File: config.mk
export PLATFORM = sky130hd
export DESIGN_NAME = quad_sum_pipe
export DESIGN_NICKNAME = d
export VERILOG_FILES = /design/src/rtl/quad_sum_pkg.sv /design/src/rtl/cla_group.sv /design/src/rtl/csel_adder.sv /design/src/rtl/quad_sum_pipe.sv
export SDC_FILE = /design/constraint.sdc
export NUM_CORES = 1
export LEC_CHECK = 0
export BUFFER_PORTS_ARGS = -buffer_cell sky130_fd_sc_hd__buf_2
export CORE_AREA = 3 3 83 85
export CTS_CLUSTER_DIAMETER = 120
export DETAILED_ROUTE_END_ITERATION = 8
export DIE_AREA = 0 0 86 88
export PLACE_DENSITY = 0.79
export SETUP_SLACK_MARGIN = 0.5
export SYNTH_ARGS = -nofsm -noshare
export SYNTH_HDL_FRONTEND = slang
export SYNTH_SLANG_ARGS = --single-unit
File: constraint.sdc
create_clock -name clk -period 3.25 [get_ports clk]
set_input_delay 0.975 -clock clk [delete_from_list [all_inputs] [get_ports clk]]
set_output_delay 0.975 -clock clk [all_outputs]
set_load 0.005 [all_outputs]
File: src/rtl/quad_sum_pkg.sv
package quad_sum_pkg;

    localparam int OPND_W_DEF = 12;
    localparam int CLA_W_DEF  = 4;

    // number of lookahead groups needed to cover a word
    function automatic int groups_for(input int width, input int grp);
        return (width + grp - 1) / grp;
    endfunction

endpackage

File: src/rtl/cla_group.sv
module cla_group #(
    parameter int W = 4
) (
    input  logic [W-1:0] a,
    input  logic [W-1:0] b,
    input  logic         cin,
    output logic [W-1:0] sum,
    output logic         cout
);

    logic [W-1:0] gen;
    logic [W-1:0] prp;
    logic [W:0]   cy;

    assign gen = a & b;
    assign prp = a ^ b;

    // every carry is a flat sum of products of generate/propagate terms
    always_comb begin
        cy[0] = cin;
        for (int i = 0; i < W; i++) begin
            logic acc;
            logic term;
            acc  = 1'b0;
            for (int j = 0; j <= i; j++) begin
                term = gen[j];
                for (int k = j + 1; k <= i; k++) begin
                    term = term & prp[k];
                end
                acc = acc | term;
            end
            term = cin;
            for (int k = 0; k <= i; k++) begin
                term = term & prp[k];
            end
            cy[i+1] = acc | term;
        end
    end

    assign sum  = prp ^ cy[W-1:0];
    assign cout = cy[W];

endmodule

File: src/rtl/csel_adder.sv
module csel_adder #(
    parameter int WIDTH   = 12,
    parameter int GROUP_W = 4
) (
    input  logic [WIDTH-1:0] a,
    input  logic [WIDTH-1:0] b,
    output logic [WIDTH:0]   total
);

    localparam int NG = quad_sum_pkg::groups_for(WIDTH, GROUP_W);

    logic             gc [NG+1];
    logic [WIDTH-1:0] s;

    assign gc[0] = 1'b0;

    for (genvar g = 0; g < NG; g++) begin : g_grp
        localparam int LO = g * GROUP_W;
        localparam int LW = (g == NG - 1) ? (WIDTH - LO) : GROUP_W;

        if (g == 0) begin : g_base
            logic [LW-1:0] s0;
            logic          c0;
            cla_group #(.W(LW)) u_cla (
                .a(a[LO +: LW]), .b(b[LO +: LW]), .cin(1'b0),
                .sum(s0), .cout(c0)
            );
            assign s[LO +: LW] = s0;
            assign gc[g+1]     = c0;
        end else begin : g_sel
            logic [LW-1:0] s_lo;
            logic [LW-1:0] s_hi;
            logic          c_lo;
            logic          c_hi;
            cla_group #(.W(LW)) u_cla_lo (
                .a(a[LO +: LW]), .b(b[LO +: LW]), .cin(1'b0),
                .sum(s_lo), .cout(c_lo)
            );
            cla_group #(.W(LW)) u_cla_hi (
                .a(a[LO +: LW]), .b(b[LO +: LW]), .cin(1'b1),
                .sum(s_hi), .cout(c_hi)
            );
            assign s[LO +: LW] = gc[g] ? s_hi : s_lo;
            assign gc[g+1]     = gc[g] ? c_hi : c_lo;
        end
    end

    assign total = {gc[NG], s};

endmodule

File: src/rtl/quad_sum_pipe.sv
module quad_sum_pipe #(
    parameter int OP_W    = quad_sum_pkg::OPND_W_DEF,
    parameter int GROUP_W = quad_sum_pkg::CLA_W_DEF
) (
    input  logic                    clk,
    input  logic                    rst,
    input  logic                    in_valid,
    input  logic                    test_mode,
    input  logic [OP_W-1:0]         opnd_a,
    input  logic [OP_W-1:0]         opnd_b,
    input  logic [OP_W-1:0]         opnd_c,
    input  logic [OP_W-1:0]         opnd_d,
    output logic                    out_valid,
    output logic [2*(OP_W+1)-1:0]   result
);

    localparam int PAIR_W = OP_W + 1;
    localparam int SUM_W  = OP_W + 2;
    localparam int RES_W  = 2 * PAIR_W;

    typedef struct packed {
        logic              vld;
        logic              tmode;
        logic [PAIR_W-1:0] ab;
        logic [PAIR_W-1:0] cd;
    } stage1_t;

    typedef struct packed {
        logic             vld;
        logic [RES_W-1:0] res;
    } stage2_t;

    typedef struct packed {
        stage1_t s1;
        stage2_t s2;
    } pipe_t;

    pipe_t pipe_d, pipe_q;

    logic [PAIR_W-1:0] sum_ab;
    logic [PAIR_W-1:0] sum_cd;
    logic [SUM_W-1:0]  sum_all;

    // stage one: two pair adders in parallel
    csel_adder #(.WIDTH(OP_W), .GROUP_W(GROUP_W)) u_add_ab (
        .a(opnd_a), .b(opnd_b), .total(sum_ab)
    );
    csel_adder #(.WIDTH(OP_W), .GROUP_W(GROUP_W)) u_add_cd (
        .a(opnd_c), .b(opnd_d), .total(sum_cd)
    );

    // stage two: merge the registered pair sums
    csel_adder #(.WIDTH(PAIR_W), .GROUP_W(GROUP_W)) u_add_fin (
        .a(pipe_q.s1.ab), .b(pipe_q.s1.cd), .total(sum_all)
    );

    always_comb begin
        pipe_d          = pipe_q;
        pipe_d.s1.vld   = in_valid;
        pipe_d.s1.tmode = test_mode;
        pipe_d.s1.ab    = sum_ab;
        pipe_d.s1.cd    = sum_cd;
        pipe_d.s2.vld   = pipe_q.s1.vld;
        pipe_d.s2.res   = pipe_q.s1.tmode ? {pipe_q.s1.ab, pipe_q.s1.cd}
                                          : RES_W'(sum_all);
        if (rst) begin
            pipe_d = '0;
        end
    end

    always_ff @(posedge clk) begin
        pipe_q <= pipe_d;
    end

    assign out_valid = pipe_q.s2.vld;
    assign result    = pipe_q.s2.res;

endmodule

==> results of run 1 <==
sequential cells by signal, indices dropped and copies added (netlist names):
signal	count
pipe_q	28
result	26
out_valid	1
layer usage:
layer  up-vias  wire length (um)  track usage (%)  part of all wire, %
met1      1167              2774            21.28                   43
met2        68              3154            30.48                   49
met4         0               116            6.187                  1.8
met3        15               381            3.387                  5.9
met5         -                 0                0                    0
li1       1325                 -                -                    -
path summary, 6_finish.rpt:
path                                             from               endpoint
worst min register to register  pipe_q[54]$_SDFF_PP0_   out_valid$_SDFF_PP0_
worst max-delay path                        opnd_a[1]  pipe_q[49]$_SDFF_PP0_
worst max register to register  pipe_q[28]$_SDFF_PP0_  result[10]$_SDFF_PP0_
worst min-delay path            pipe_q[54]$_SDFF_PP0_   out_valid$_SDFF_PP0_
power breakdown:
group	internal [mW]	switching, mW
clock network	0.307	0.200
logic	0.241	0.252
registers	0.747	0.0391
cells by family after synthesis:
| logic type | share of synthesized area, % |
|---|---|
| buf+inv | 9.450 |
| compound gates | 17.41 |
| fa+ha+maj | 19.27 |
| xor+xnor | 4.427 |
| simple gates | 14.25 |
| flops | 32.74 |
| mux | 2.455 |
through the flow:
stage                     std cells  hold slack, ns
after detailed placement        478          0.4467
after global placement          478          0.4254
after CTS                       486          0.4598
after floorplan                 356          0.4138
after global routing            488          0.4744
final                           488          0.4576
cell type report:
| cell class | count | area (sq um) | share of cell area [%] |
|---|---|---|---|
| clock buffer | 6 | 72.57 | 1.925 |
| clock inverter | 2 | 60.06 | 1.593 |
| inverter | 21 | 78.83 | 2.091 |
| multi-input combinational | 246 | 1948 | 51.68 |
| sequential | 55 | 1101 | 29.21 |
| tap | 77 | 96.34 | 2.556 |
| timing repair buffer | 81 | 412.9 | 10.95 |
worst reg2reg max path, cell delays in order (launching register included):
cell	delay, ns
dfxtp_1	0.35
ha_1	0.30
ha_1	0.19
o211ai_1	0.32
a21oi_4	0.14
o22a_4	0.25
a2111o_1	0.36
o211ai_1	0.11
placed cells by master, fill, tap and decap left out, types with 3 or more instances in the layout:
cell	count
ha_1	47
a2111oi_2	3
nand2b_1	4
and2_1	10
nand3_1	4
nand2_1	12
o211ai_1	5
nor2b_1	9
nor2_1	28
a211oi_1	5
o21a_1	9
buf_2	78
clkbuf_8	5
inv_1	21
or2_2	3
a31oi_1	3
mux2i_1	6
xnor2_1	15
o211a_1	3
a21oi_1	14
fa_1	3
dfxtp_1	55
nor3_1	16
buf_4	3
a21o_1	8
o21ai_0	7
repair_timing:
item	4_1_cts	5_1_grt
buffers inserted	0	2
gates resized for setup	0	1
endpoints found under the setup margin	0	2
==> impl_results.md, run 1 <==
- Outcome: complete, no violations
- Die Area: 7568 sq um
- Yosys top cell by area: dfxtp_1
- Filler cells: 532
- MaxCap Viol Count: 0
- Post-synth cell types: 52
- Final period util: 80.51%
- Chip height: 88 um
- Vias in the first global route: 2467
- GP Congestion: 0.8741
- Clock-pin slew on the worst setup and hold paths: 0.09 ns
- Slowest stage delay, CP: 0.35 ns
- Critical path endpoint category: flop
- Initial antenna violation count: 0
- Most frequent cell after synthesis: dfxtp_1
- Worst Path Max Fanout: 4
- Synthesized cell area: 3363 sq um
- Net count, final: 512
- First-pass GRT wire length: 10700 um
- Tmin final: 2.616 ns
- Layout cells sized above 1: 25.30%
- Post-synth top cells: 55 x dfxtp_1, 47 x ha_1, 28 x nor2_1
- Placeable Area: 6277 sq um
- Clk_skew: 0.002226 ns
- Area after DPL: 3618 sq um
- Reg2Reg Setup Slack: 1.14 ns
- PortBufs: 78
- Post-layout util: 60.06%
- Crit path depth: 8
- Static leakage: 1.869 nW
- Ys Warns: 0
- Clock root cell: clkbuf_8
- Worst-skew pair later-pin latency: 0.30 ns
- Syn_area_per_cell: 9.447 sq um
- CP top delay family: compound AO/OA/AOI/OAI gates
- Routed vias: 2575
- Hold Crit Depth: 1
- Worst Path Arrival: 2.81 ns
- First DRT Iteration DRCs: 129
- Setup TNS: 0 ns
- Initial Util: 53.58%
- CP required: 3.44 ns
- Final WS setup: 0.6335 ns
- Setup crit start kind: input port
- Post-route cell area: 3770 sq um
- Post-synth top flop: dfxtp_1
- Net Count, Synth: 458
- Final Setup Violations: 0
- Grt ovf: 0
- Min-delay worst type: flop to flop
- Htree depth: 2
- Num rows: 29
- First-pass DRT Iterations: 4
- Post-route DRC: 0
- Area contributors post-synth: dfxtp_1 33%, ha_1 17%, buf_4 5.8%
- Post-synth top area share: 32.74%
- Gr usage total: 17.41%
- Crit-path slowest cell: mux2_2
- CP Buf/Inv Count: 1
- Die W: 86 um
- Slew Viols, Final: 0
- DPL Wire Length: 5218 um
- Final Hold Viols: 0
- Clk buf depth: 2
- Fmax: 382.2 MHz
- Most frequent CP cell: ha_1
- # IOs: 79
- Pwr dens: 474.0 nW/um^2
- WL final: 6427 um
- Max-slew headroom: 46.57%
- Pwr Total: 1.787 mW
- Clock Sinks: 55
- Largest net degree at the start of global routing: 29
- Post-synth EDFFs: 0
- Peak supply drop: 0.0002748 V
- Cell chain of the critical path: buf_2 -> ha_1 -> ha_1 -> o211a_1 -> o211ai_1 -> a21oi_1 -> mux2i_1 -> mux2_2
- Ys async rst share: 0%
- Via/cell ratio: 5.277
- Hold_buf cts: 0
- Routed wire per std cell: 13.17 um
- Layout area overhead: 12.09%
- Register area share after synthesis: 32.74%
- Reg2reg path depth: 7
- CTS tree: yes
- Synthesized instance count: 356
- RSZ-0062 raised after global routing: no
- Post-route ant nets: 0
- DP Worst Slack: 0.2411 ns
- Diode count: 0
- Worst Setup Path Type: input port to flop
- #FFs+latches synth: 55
- Worst slew pin tran: 0.7985 ns
- CTS buffer count: 5
Power figures use the tool's default switching activity.
==> run 2, diff against run 1 <==
Clock period 3.25 ns to 2.5 ns, I/O delays scaled along.
==> impl_results.md, run 2 (same netlist as run 1, synthesis figures left out) <==
- Outcome: complete, no violations
- Post-route ant nets: 0 (unchanged)
- Final Setup Violations: 0 (unchanged)
- Chip height: 88 um (unchanged)
- Most frequent CP cell: ha_4
- Worst slew pin tran: 0.4213 ns (-0.3771 ns)
- Post-route DRC: 0 (unchanged)
- CTS buffer count: 5 (unchanged)
- Min-delay worst type: flop to flop
- Clock share of power: 24.6% (-3.8 points)
- Gr usage total: 18.71% (+1.3 points)
- Pwr dens: 569.5 nW/um^2 (+20%)
- Slowest stage delay, CP: 0.34 ns (about the same)
- Crit-path slowest cell: mux2_2
- Worst Path Arrival: 2.46 ns (-0.35 ns)
- Die W: 86 um (unchanged)
- First DRT Iteration DRCs: 169 (+31%)
- Grt met3 use: 3.010% (-0.38 points)
- CTS tree: yes
- Hold_ws: 0.4517 ns (-0.005947 ns)
- Initial antenna violation count: 0 (unchanged)
- Max reg flops: 28 (unchanged)
- Clk buf depth: 2 (unchanged)
- Diode count: 0 (unchanged)
- Reg power frac: 41.6% (-2.4 points)
- Fmax: 442.4 MHz
- Clock-pin slew on the worst setup and hold paths: 0.09 ns (about the same)
- Net count, final: 541 (+5.7%)
- Cell chain of the critical path: buf_8 -> ha_4 -> ha_4 -> o211a_1 -> o211ai_1 -> buf_4 -> a21oi_4 -> mux2i_1 -> mux2_2
- MaxCap Viol Count: 0 (unchanged)
- Worst-skew pair later-pin latency: 0.31 ns (about the same)
- Biggest register: pipe_q
- Total net switching power: 741.3 uW (+51%)
- Worst Setup Path Type: input port to flop
- # IOs: 79 (unchanged)
- RSZ-0062 raised after global routing: yes
- Die Area: 7568 sq um (unchanged)
- Layout area overhead: 28.46%
- Met1 usage: 23.24% (+2.0 points)
- Global routing's busiest layer: met2
- Largest net degree at the start of global routing: 33 (+14%)
- Final Hold Viols: 0 (unchanged)
- Final period util: 90.41%
- GRT met2 Usage: 34.48% (+4.0 points)
- CP required: 2.70 ns (-0.74 ns)
- Setup crit start kind: input port
- Slew Viols, Final: 0 (unchanged)
- WL final: 7455 um (+16%)
- Num rows: 29 (unchanged)
- Peak supply drop: 0.0003625 V (+32%)
- Clock Sinks: 55 (unchanged)
- Critical path endpoint category: flop
- Most common cell after layout, fill and taps aside: buf_2
- Commonest cells after routing, fill and taps aside: 74 x buf_2, 52 x dfxtp_1, 37 x ha_1
- Tmin final: 2.260 ns
- First-pass DRT Iterations: 4 (unchanged)
- Hold_buf cts: 0 (unchanged)
- Clk_skew: 0.01153 ns (+0.009303 ns)
- Routed wire per std cell: 14.42 um (+9.5%)
- Reg2Reg Setup Slack: 0.45 ns (-0.69 ns)
- Htree depth: 2 (unchanged)
- Part of the power in combinational logic: 33.7% (+6.1 points)
- Max-slew headroom: 71.54% (+25 points)
- Worst Path Max Fanout: 3 (-1)
- Static leakage: 2.044 nW (+9.4%)
- Area after DPL: 3804 sq um (+5.1%)
- Grt ovf: 0 (unchanged)
- DPL Wire Length: 5400 um (+3.5%)
- GP Congestion: 0.8610 (-1.5%)
- Via/cell ratio: 5.331 (+1.0%)
- PortBufs: 78 (unchanged)
- Placeable Area: 6277 sq um (unchanged)
- Vias in the first global route: 2585 (+4.8%)
- Layout cells sized above 1: 38.41% (+13 points)
- Initial Util: 53.58% (unchanged)
- Switch share: 30.13% (+2.7 points)
- Clock root cell: clkbuf_8
- Internal power: 1.719 mW (+33%)
- Filler cells: 464 (-13%)
- Post-route cell area: 4320 sq um (+15%)
- First-pass GRT wire length: 11570 um (+8.1%)
- Routed vias: 2756 (+7.0%)
==> run 2: through the flow <==
step                total power, mW  utilization [%]  TNS (ns)  std cells  setup WS [ns]
floorplan                     1.555                -         0        356         0.1538
finish                        2.461            68.83         0        517         0.2397
detailed placement            1.715            60.59   -0.1028        493       -0.07698
global route                  2.594            68.83         0        517         0.2042
global placement              1.694            60.59  -0.04632        493       -0.04632
CTS                           2.357            64.98         0        508         0.3191
==> run 2: what timing repair did <==
item                                    in CTS  in global routing
pin swaps                                   16                 25
setup buffers                                7                  9
endpoints found under the setup margin      19                 22
gates resized for setup                     21                 30
==> run 2: critical path: cells and delay by family <==
family | cells | cell delay, ns
multiplexers | 2 | 0.51
AO/OA/AOI/OAI | 3 | 0.52
adder cells (fa/ha/maj) | 2 | 0.39
buffers and inverters | 2 | 0.29
==> run 2: worst paths after layout <==
check                                            from                     to  depth (start not counted)
worst max-delay path                        opnd_c[1]  pipe_q[36]$_SDFF_PP0_                          9
worst min-delay path            pipe_q[54]$_SDFF_PP0_   out_valid$_SDFF_PP0_                          1
worst max register to register  pipe_q[30]$_SDFF_PP0_  result[10]$_SDFF_PP0_                          7
worst min register to register  pipe_q[54]$_SDFF_PP0_   out_valid$_SDFF_PP0_                          1
==> run 2: power groups by stage <==
stage	logic, mW	clock network, mW	registers [mW]
6_report	0.830	0.606	1.02
5_1_grt	0.917	0.643	1.03
4_1_cts	0.731	0.606	1.02
3_5_place_dp	0.674	0	1.04
3_3_place_gp	0.654	0	1.04
2_1_floorplan	0.532	0	1.02
==> run 2: layout make-up <==
| type | instances | area (sq um) | share of cell area, % |
|---|---|---|---|
| multi-input combinational | 246 | 2252 | 52.13 |
| sequential | 55 | 1105 | 25.57 |
| timing repair buffer | 110 | 670.6 | 15.52 |
| tap | 77 | 96.34 | 2.230 |
| clock buffer | 6 | 82.58 | 1.911 |
| inverter | 21 | 78.83 | 1.825 |
| clock inverter | 2 | 35.03 | 0.8109 |
==> run 2: metal layers <==
metal / up-vias / routed length [um] / share of wire (%)
met5: - / 0 / 0
met4: 0 / 82 / 1.1
met3: 9 / 438 / 5.9
met2: 86 / 3774 / 51
met1: 1273 / 3158 / 42
li1: 1388 / - / -
==> run 3, diff against run 2 <==
Settings changed: CORE_AREA 3 3 83 85 to 3 3 94 96, DIE_AREA 0 0 86 88 to 0 0 97 99, PLACE_DENSITY 0.79 to 0.8, SYNTH_HIERARCHICAL from default to 1.
==> impl_results.md, run 3 <==
- Outcome: complete, no violations
- Final WS setup: 0.08293 ns (-0.1567 ns)
- First-pass DRT Iterations: 4 (unchanged)
- Largest net degree at the start of global routing: 28 (-15%)
- First-pass GRT wire length: 15050 um (+30%)
- Max-slew headroom: 57.95% (-14 points)
- Post-synth cell types: 25 (-52%)
- Most frequent cell after synthesis: ha_1
- Critical path endpoint category: flop
- Layout cells sized above 1: 31.47% (-6.9 points)
- Post-synth top flop: dfxtp_1
- Clk_skew: 0.009313 ns (-0.002215 ns)
- Post-synth top cells: 75 x ha_1, 55 x dfxtp_1, 48 x inv_1
- Grt ovf: 0 (unchanged)
- Worst slew pin tran: 0.6298 ns (+0.2085 ns)
- Slew Viols, Final: 0 (unchanged)
- Layout area overhead: 21.19%
- Initial antenna violation count: 0 (unchanged)
- Net count, final: 715 (+32%)
- Final Setup Violations: 0 (unchanged)
- Register area share after synthesis: 23.84% (-8.9 points)
- GP Congestion: 0.8339 (-3.1%)
- Num rows: 33 (+14%)
- Routed wire per std cell: 12.82 um (-11%)
- Min-delay worst type: flop to flop
- Worst-skew pair later-pin latency: 0.31 ns (about the same)
- CP required: 2.68 ns (-0.02 ns)
- First DRT Iteration DRCs: 80 (-53%)
- Diode count: 0 (unchanged)
- Setup crit start kind: flop
- Yosys top cell by area: dfxtp_1
- Ys Warns: 6 (+6)
- Slowest stage delay, CP: 0.40 ns (+0.06 ns)
- CTS tree: yes
- Post-synth EDFFs: 0 (unchanged)
- Clock root cell: clkbuf_8
- Tmin final: 2.417 ns (+0.1567 ns)
- Static leakage: 2.865 nW (+40%)
- Pwr dens: 533.4 nW/um^2 (-6.3%)
- Fmax: 413.7 MHz (-6.5%)
- Crit-path slowest cell: dfxtp_4
- Pwr Total: 2.985 mW (+21%)
- Biggest register: pipe_q
- Ys async rst share: 0% (unchanged)
- Post-route DRC: 0 (unchanged)
- DPL Wire Length: 7249 um (+34%)
- MaxCap Viol Count: 0 (unchanged)
- Clock-pin slew on the worst setup and hold paths: 0.10 ns (about the same)
- RSZ-0062 raised after global routing: yes
- Synthesized cell area: 4618 sq um (+37%)
- Gr usage total: 18.87% (+0.16 points)
- Worst Setup Path Type: flop to flop
- Area contributors post-synth: dfxtp_1 24%, ha_1 20%, fa_1 7.4%
- Clock Sinks: 55 (unchanged)
- Max reg flops: 28 (unchanged)
- CTS buffer count: 5 (unchanged)
- Die Area: 9603 sq um (+27%)
- Post-route ant nets: 0 (unchanged)
- Final period util: 96.68% (+6.3 points)
- Worst Path Max Fanout: 5 (+2)
- Final Hold Viols: 0 (unchanged)
- Peak supply drop: 0.0002595 V (-28%)
- Cell chain of the critical path: ha_4 -> ha_4 -> o211ai_1 -> nand2_1 -> a21o_1 -> mux2i_4 -> mux2i_4 -> mux2_4 -> mux2i_2 -> nor2_1
- Chip height: 99 um (+13%)
- Most common cell after layout, fill and taps aside: buf_2
- DP Worst Slack: -0.1632 ns (-0.08622 ns)
- Hold_buf cts: 0 (unchanged)
- Routed vias: 3315 (+20%)
- Synthesized instance count: 471 (+32%)
- WL final: 8681 um (+16%)
- Vias in the first global route: 3522 (+36%)
- Initial Util: 56.78% (+3.2 points)
- Syn_area_per_cell: 9.805 sq um (+3.8%)
- Via/cell ratio: 4.897 (-8.1%)
- Placeable Area: 8134 sq um (+30%)
- Clk buf depth: 2 (unchanged)
- Worst Path Arrival: 2.60 ns (+0.14 ns)
- # IOs: 79 (unchanged)
- PortBufs: 78 (unchanged)
- Commonest cells after routing, fill and taps aside: 74 x buf_2, 59 x ha_1, 48 x inv_1
- #FFs+latches synth: 55 (unchanged)
- Die W: 97 um (+13%)
- Htree depth: 2 (unchanged)
- Filler cells: 601 (+30%)
- Post-synth top area share: 23.84% (-8.9 points)
[run 3: cell types whose count changed after synthesis, sizes merged, moves of 12 or more]
cell and delta:
ha +28, inv +27, mux2 +26, nor2b +21
nor3 -16, xor2 +16, fa +14, mux2i +12
xnor2 +12
[run 3: layout make-up]
type | instances | area (sq um) | share of cell area (%)
repair buffers | 100 | 595.6 | 10.64
inverters | 48 | 180.2 | 3.219
flip-flops and latches | 55 | 1116 | 19.94
multi-input cells | 361 | 3482 | 62.22
clock buffers | 5 | 68.82 | 1.230
clock inverters | 3 | 22.52 | 0.4024
well taps | 105 | 131.4 | 2.347
[run 3: final timing paths]
check	from	to	slack, ns	cells after the start
worst max-delay path	pipe_q[44]$_SDFF_PP0_	result[12]$_SDFF_PP0_	0.08	10
worst min-delay path	pipe_q[54]$_SDFF_PP0_	out_valid$_SDFF_PP0_	0.46	1
worst max register to register	pipe_q[44]$_SDFF_PP0_	result[12]$_SDFF_PP0_	0.08	10
worst min register to register	pipe_q[54]$_SDFF_PP0_	out_valid$_SDFF_PP0_	0.46	1
[run 3: power by group]
part           switching [mW]  internal (mW)  leakage, nW
logic                   0.617          0.786         2.36
registers              0.0928           1.00        0.457
clock network           0.285          0.201       0.0485
[run 3: kinds of logic (layout without fill, tap and decap cells)]
logic type / Yosys count / in the layout / synth area share [%]
simple gates: 86 / 86 / 9.699
buf+inv: 81 / 156 / 9.293
compound gates: 60 / 60 / 9.483
mux: 46 / 46 / 10.97
xor+xnor: 45 / 45 / 8.534
other cells: 6 / 32 / 0.4876
flops: 55 / 55 / 23.84
fa+ha+maj: 92 / 92 / 27.69
[run 3: worst max-delay path: cells and delay by family (launching register included)]
| family | cells | cell delay (ns) |
|---|---|---|
| mux | 4 | 1.00 |
| flops | 1 | 0.40 |
| fa+ha+maj | 2 | 0.36 |
| compound gates | 2 | 0.34 |
| simple gates | 2 | 0.18 |
[run 3: metrics by stage]
stage | std cells | hold WS (ns) | setup TNS [ns] | util (%) | instance area (sq um)
global placement | 664 | 0.4221 | -1.093 | 65.10 | 5295
floorplan | 497 | 0.4138 | 0 | - | 4895
CTS | 677 | 0.4668 | 0 | 67.82 | 5517
global route | 677 | 0.4750 | -0.02595 | 68.80 | 5597
detailed placement | 664 | 0.4447 | -1.377 | 65.10 | 5295
finish | 677 | 0.4607 | 0 | 68.80 | 5597
[run 3: per-layer routing]
layer	up-vias	track usage (%)	share of wire (%)
li1	1688	-	-
met1	1543	20.31	40
met2	65	36.68	53
met3	19	3.326	4.1
met4	0	6.803	2.4
met5	-	0	0
[run 3: repair_timing]
item | CTS | global route
endpoints found under the setup margin | 18 | 20
hold endpoints to repair | 0 | 0
buffers inserted | 5 | 0
pin swaps | 13 | 9
resized for setup | 16 | 15
